File: config.mk
export PLATFORM = sky130hd
export DESIGN_NAME = tree_route_unit
export DESIGN_NICKNAME = d
export VERILOG_FILES = /design/src/rtl/tru_pkg.sv /design/src/rtl/tru_level.sv /design/src/rtl/tru_decide.sv /design/src/rtl/tree_route_unit.sv
export SDC_FILE = /design/constraint.sdc
export NUM_CORES = 1
export LEC_CHECK = 0
export BUFFER_PORTS_ARGS = -buffer_cell sky130_fd_sc_hd__buf_4
export CAP_MARGIN = 30
export CELL_PAD_IN_SITES_DETAIL_PLACEMENT = 1
export CELL_PAD_IN_SITES_GLOBAL_PLACEMENT = 2
export CORE_ASPECT_RATIO = 1.4
export CORE_MARGIN = 4
export CORE_UTILIZATION = 30
export CTS_CLUSTER_SIZE = 12
export DETAILED_ROUTE_END_ITERATION = 6
export PLACE_DENSITY = 0.81
export SLEW_MARGIN = 25
export SYNTH_ARGS = -nofsm -noshare
export SYNTH_HDL_FRONTEND = slang
export SYNTH_SLANG_ARGS = --single-unit
File: constraint.sdc
create_clock -name clk -period 29.8 [get_ports clk]
set_input_delay 5.96 -clock clk [delete_from_list [all_inputs] [get_ports clk]]
set_output_delay 5.96 -clock clk [all_outputs]
set_load 0.01 [all_outputs]
File: src/rtl/tru_pkg.sv
package tru_pkg;
  typedef enum logic [1:0] {
    MODE_TREE = 2'd0,
    MODE_HALF = 2'd1,
    MODE_FULL = 2'd2,
    MODE_ALT  = 2'd3
  } route_mode_e;

  localparam int N_PORTS  = 6;
  localparam int P_LOCAL  = 0;
  localparam int P_UP     = 1;
  localparam int P_DN_L   = 2;
  localparam int P_DN_R   = 3;
  localparam int P_SIDE_L = 4;
  localparam int P_SIDE_R = 5;
  localparam int SPAN_LIM = 4;
endpackage

File: src/rtl/tru_level.sv
module tru_level #(
  parameter int W  = 16,
  parameter int LW = $clog2(W)
) (
  input  logic [W-1:0]  addr,
  output logic [LW-1:0] lvl,
  output logic          zero
);
  // leading-one position = tree level
  always_comb begin
    lvl = '0;
    for (int i = 0; i < W; i++) begin
      if (addr[i]) lvl = LW'(i);
    end
    zero = (addr == '0);
  end
endmodule

File: src/rtl/tru_decide.sv
module tru_decide
  import tru_pkg::*;
#(
  parameter int W       = 16,
  parameter int MAX_LVL = W - 1,
  parameter int LW      = $clog2(W)
) (
  input  logic [W-1:0]       loc,
  input  logic [W-1:0]       tgt,
  input  logic [1:0]         mode,
  output logic [N_PORTS-1:0] port,
  output logic               err
);
  logic [LW-1:0] lvl_l, lvl_t, dl;
  logic          zero_l, zero_t;

  tru_level #(.W(W), .LW(LW)) u_lvl_loc (.addr(loc), .lvl(lvl_l), .zero(zero_l));
  tru_level #(.W(W), .LW(LW)) u_lvl_tgt (.addr(tgt), .lvl(lvl_t), .zero(zero_t));

  route_mode_e rmode;
  logic [W-1:0] anc, width_m, pos_l, pos_a, fwd, back;
  logic deeper, is_pref, below, side_ok;
  logic full_r, full_l, half_r, half_l, bad;

  always_comb begin
    rmode   = route_mode_e'(mode);
    deeper  = (lvl_t >= lvl_l);
    dl      = lvl_t - lvl_l;
    anc     = tgt >> dl;
    below   = tgt[dl - LW'(1)];
    is_pref = deeper && (dl != '0) && (anc == loc);
    width_m = (W'(1) << lvl_l) - W'(1);
    pos_l   = loc & width_m;
    pos_a   = anc & width_m;
    fwd     = (pos_a - pos_l) & width_m;
    back    = (pos_l - pos_a) & width_m;
    side_ok = deeper && (lvl_l != '0) && (anc != loc);
    full_r  = (fwd != '0) && (fwd <= W'(SPAN_LIM)) && (fwd <= back);
    full_l  = !full_r && (back != '0) && (back <= W'(SPAN_LIM));
    half_r  = !pos_l[0] && (pos_a == pos_l + W'(1));
    half_l  = pos_l[0] && (pos_a + W'(1) == pos_l);
    bad     = zero_l || zero_t || (lvl_l > LW'(MAX_LVL)) || (lvl_t > LW'(MAX_LVL));

    port = '0;
    err  = 1'b0;
    if (bad) begin
      err = 1'b1;
    end else if (loc == tgt) begin
      port[P_LOCAL] = 1'b1;
    end else if (is_pref) begin
      if (below) port[P_DN_R] = 1'b1;
      else       port[P_DN_L] = 1'b1;
    end else if (rmode == MODE_FULL && side_ok && full_r) begin
      port[P_SIDE_R] = 1'b1;
    end else if (rmode == MODE_FULL && side_ok && full_l) begin
      port[P_SIDE_L] = 1'b1;
    end else if (rmode == MODE_HALF && side_ok && half_r) begin
      port[P_SIDE_R] = 1'b1;
    end else if (rmode == MODE_HALF && side_ok && half_l) begin
      port[P_SIDE_L] = 1'b1;
    end else begin
      port[P_UP] = 1'b1;
    end
  end
endmodule

File: src/rtl/tree_route_unit.sv
module tree_route_unit
  import tru_pkg::*;
#(
  parameter int ADDR_W  = 16,
  parameter int MAX_LVL = ADDR_W - 1
) (
  input  logic              clk,
  input  logic              rst,
  input  logic              req_valid,
  output logic              req_ready,
  input  logic [ADDR_W-1:0] req_local,
  input  logic [ADDR_W-1:0] req_target,
  input  logic [1:0]        req_mode,
  output logic              res_valid,
  output logic [5:0]        res_port,
  output logic              res_err
);
  localparam int LW = $clog2(ADDR_W);

  logic [N_PORTS-1:0] dec_port;
  logic               dec_err;
  logic               accept;

  tru_decide #(.W(ADDR_W), .MAX_LVL(MAX_LVL), .LW(LW)) u_decide (
    .loc (req_local),
    .tgt (req_target),
    .mode(req_mode),
    .port(dec_port),
    .err (dec_err)
  );

  assign accept = req_valid && req_ready;

  always_ff @(posedge clk) begin
    if (rst) begin
      req_ready <= 1'b0;
      res_valid <= 1'b0;
      res_port  <= '0;
      res_err   <= 1'b0;
    end else begin
      req_ready <= 1'b1;
      res_valid <= accept;
      if (accept) begin
        res_port <= dec_port;
        res_err  <= dec_err;
      end
    end
  end

  p_reset_quiet_r1: assert property (@(posedge clk)
    $past(rst) |-> (!res_valid && !req_ready));

  p_resp_follows_accept_r2: assert property (@(posedge clk) disable iff (rst)
    res_valid |-> $past(req_valid && req_ready));

  p_port_or_err_r2: assert property (@(posedge clk) disable iff (rst)
    res_valid |-> ((res_err && res_port == '0) || (!res_err && $countones(res_port) == 1)));

  p_local_match_r3: assert property (@(posedge clk) disable iff (rst)
    (res_valid && !res_err) |-> (res_port[P_LOCAL] == $past(req_local == req_target)));

  p_tree_no_side_r10: assert property (@(posedge clk) disable iff (rst)
    (res_valid && $past(req_mode[1] == req_mode[0])) |-> (!res_port[P_SIDE_L] && !res_port[P_SIDE_R]));
endmodule

==> flow_metrics.py <==
metrics = {
    "worst_setup_path": {
        "rrSetupSlack_ns": 27.44,
        "cp-endpoint": "res_port[4]",
        "cpMaxStageDelayCell": "o21ai_1",
        "reg2reg_from": "req_ready",
        "start_kind": "input pin",
        "worst_setup_path_end_kind": "flop",
        "critPathMaxStageDelay_ns": 0.64,
        "worstPathArrival_ns": 14.55,
        "worstPathRequired_ns": 29.93,
        "crit_start": "req_local[11]",
        "critical_path.reg2reg.endpoint": "res_port[4]",
        "critical_path_fanout_max": 26,
        "setup.worst_path.class": "in2reg",
        "r2r_cells": 6,
    },
    "synthesis": {
        "synth_compound_gate_area_share_pct": 28.9,
        "post_synth_inst_count": 859,
        "synthDominantCellAreaShare_pct": 9.94,
        "synth.mux.area_fraction_pct": 10.5,
        "async_s_r_ff_share_synth_pct": 0,
        "yosys.area_share.xor_xnor_pct": 8.63,
        "netlist.top_cell.by_area": "ha_1",
        "yosys.area_share.adder_pct": 10.9,
        "combinational_family_with_the_most_area_after_synthesis": "simple AND/OR/NAND/NOR gates",
        "post_synth_num_cell_types": 110,
        "synthesis.area_per_instance_um2": 7.33,
        "synth-warning-count": 0,
        "synth_nets": 949,
        "post-synth-top-count-cell": "nor2_1",
        "synth.cell_area_mm2": 0.00629,
        "synth_edf_count": 0,
        "post_synth_and_or_nand_nor_area_fraction_pct": 29.6,
        "netlist_top_cells_count": "72 x nor2_1, 63 x nand2_1, 54 x inv_1",
        "ys.flop_type": "dfxtp_1",
        "seq_area_frac_synth_pct": 2.86,
        "yosys_register_bits": 9,
        "synth_top_cells_by_area": "ha_1 9.9%, xor2_1 4.9%, nor2_1 4.3%, mux4_2 4.3%, mux2i_1 3.8%",
    },
    "layout": {
        "layout.nets": 949,
        "diodes": 0,
        "finish.instance_area_mm2": 0.00679,
        "layout.core_utilization_pct": 33.0,
        "drive_above_1_share_pct": 16.1,
        "final.fill_count": 2530,
        "area_growth_synth_to_finish_pct": 7.91,
    },
    "timing": {
        "layout_worst_path_cycle_share_pct": 48.4,
        "setup-tns-final_ns": 0,
        "final-max-slew-violation-count": 0,
        "timing.final.hold_violations": 0,
        "maxSlewHeadroom_pct": 40.5,
        "setup_viol_count_final": 0,
        "grt_setup_unrepaired": "no",
        "achievable-frequency_mhz": 69.3,
        "slew_worst_pin_ns": 0.889,
        "finClkSkew_ns": 0.00359,
        "finalWorstPathRequiredPeriod_ns": 14.42,
        "holdWs_ns": 0.455,
    },
    "global_route": {
        "grt_antenna_before_repair": 0,
        "grt_start_max_net_pins": 27,
        "overflow": 0,
        "first_global_vias": 6938,
        "overall_fraction_of_global_route_tracks_in_use_pct": 23.2,
        "grt_pass1_wl_um": 41700,
    },
    "power": {
        "power_density_mw_per_mm2": 53.3,
        "total_power_uw": 362,
        "power_leakage_uw": 0.00283,
        "peak_vdd_ir_uv": 16.6,
    },
    "routing": {
        "top_layer_used": "met4",
        "ant_nets": 0,
        "drt-vias-per-instance": 6.20,
        "wl_met1_um": 10600,
        "drt_iter0_drc": 446,
        "drt_pass_1_iters": 5,
        "met2_wirelength_um": 14000,
        "vias": 6908,
        "met3RoutedLength_um": 1130,
        "detail_route.wl_per_cell_um": 24.8,
        "routed_wirelength_um": 27700,
        "detail_route.drc_violations": 0,
    },
    "cts": {
        "h-tree-depth": 1,
        "cts_hold_repair.buffers": 0,
        "worst_path_clk_slew_ns": 0.04,
        "post_cts.resized_instances": 0,
        "cts.repair_timing.setup_buffer_count": 0,
        "cts_inserted_buffers": 3,
        "clock_latency_ns": 0.24,
        "cts_tree": "done",
        "max-clock-path-buffers": 2,
        "clock-root-buffer": "clkbuf_16",
        "tritoncts_num_sinks": 9,
    },
    "placed_design": {
        "gpl.final_weighted_congestion": 0.948,
        "place_hpwl_um": 23000,
        "placed_area_mm2": 0.00670,
        "io_buffer_count": 45,
    },
    "hold_path": {
        "worstHoldPathCells": 2,
        "min_path_type": "reg2reg",
    },
    "floorplan": {
        "die-area_mm2": 0.0234,
        "coreArea_mm2": 0.0206,
        "die_height_um": 179,
        "io_pins": 46,
        "die-width_um": 130,
        "fp-row-count": 62,
        "floorplan.initialDensity_pct": 30.6,
    },
    "run": {
        "timing.max_cap.violations": 0,
    },
    "status": {
        "outcome": "finished, final reports clean",
    },
}
-- cells by family (layout without fill, tap and decap cells) --
kind of cell | Yosys count | count (layout)
simple gates | 330 | 330
compound gates | 240 | 240
buf+inv | 116 | 115
xor+xnor | 62 | 62
fa+ha+maj | 53 | 53
mux | 47 | 47
flops | 9 | 9
other cells | 2 | 2
-- metal layers --
| layer | vias to the layer above | track usage [%] |
|---|---|---|
| li1 | 3209 | - |
| met1 | 3362 | 26.5 |
| met2 | 250 | 42.1 |
| met3 | 87 | 1.75 |
| met4 | 0 | 13.4 |
| met5 | - | 0 |
-- power breakdown --
part | total, µW | leakage (µW) | switching, µW | internal [µW]
clock network | 24.7 | 0.0000409 | 6.89 | 17.8
logic | 324 | 0.00272 | 197 | 127
registers | 12.6 | 0.0000734 | 0.251 | 12.4
-- state kept, by name, summed over array words and instances, names as in the netlist --
register,flops
res_valid,1
req_ready,1
res_port,6
res_err,1
-- area by class of cell --
| cell class | count | area [µm²] | share of cell area (%) |
|---|---|---|---|
| repair buffers | 55 | 410 | 6.04 |
| inverters | 56 | 210 | 3.10 |
| flip-flops and latches | 9 | 180 | 2.65 |
| clock buffers | 3 | 75.1 | 1.11 |
| multi-input cells | 734 | 5590 | 82.3 |
| well taps | 256 | 320 | 4.72 |
| clock inverters | 1 | 5.00 | 0.0737 |
-- worst max-delay path: cells and delay by family --
kind / cells / cell delay (ns)
buffers and inverters: 3 / 0.81
and+or+nand+nor: 10 / 2.21
muxes: 2 / 0.95
adders and majority gates: 3 / 1.23
AOI/OAI and AO/OA: 14 / 3.37
-- worst min-delay path by stage --
stage                      from     endpoint
floorplan           res_port[0]  res_port[0]
global placement    res_port[2]  res_port[2]
detailed placement  res_port[0]  res_port[0]
CTS                 res_port[0]  res_port[0]
global route        res_port[0]  res_port[0]
finish              res_port[0]  res_port[0]
-- cells in the final DEF, fill, tap and decap left out, types with 16 or more instances in the layout --
cell type  instances
nor2_1            72
nand2_1           63
inv_1             54
buf_4             54
ha_1              49
o21ai_0           36
a21oi_1           36
xor2_1            35
nor3_1            26
xnor2_1           26
nand3_1           25
mux2i_1           24
a21o_1            20
nor4_1            18
o21a_1            16
-- per-stage QoR --
stage | std cells | setup WS [ns]
CTS | 1114 | 15.13
global route | 1114 | 14.79
floorplan | 859 | 16.36
finish | 1114 | 15.38
detailed placement | 1110 | 14.93
global placement | 1109 | 15.20
No activity file was read; power rests on OpenSTA's default activity.
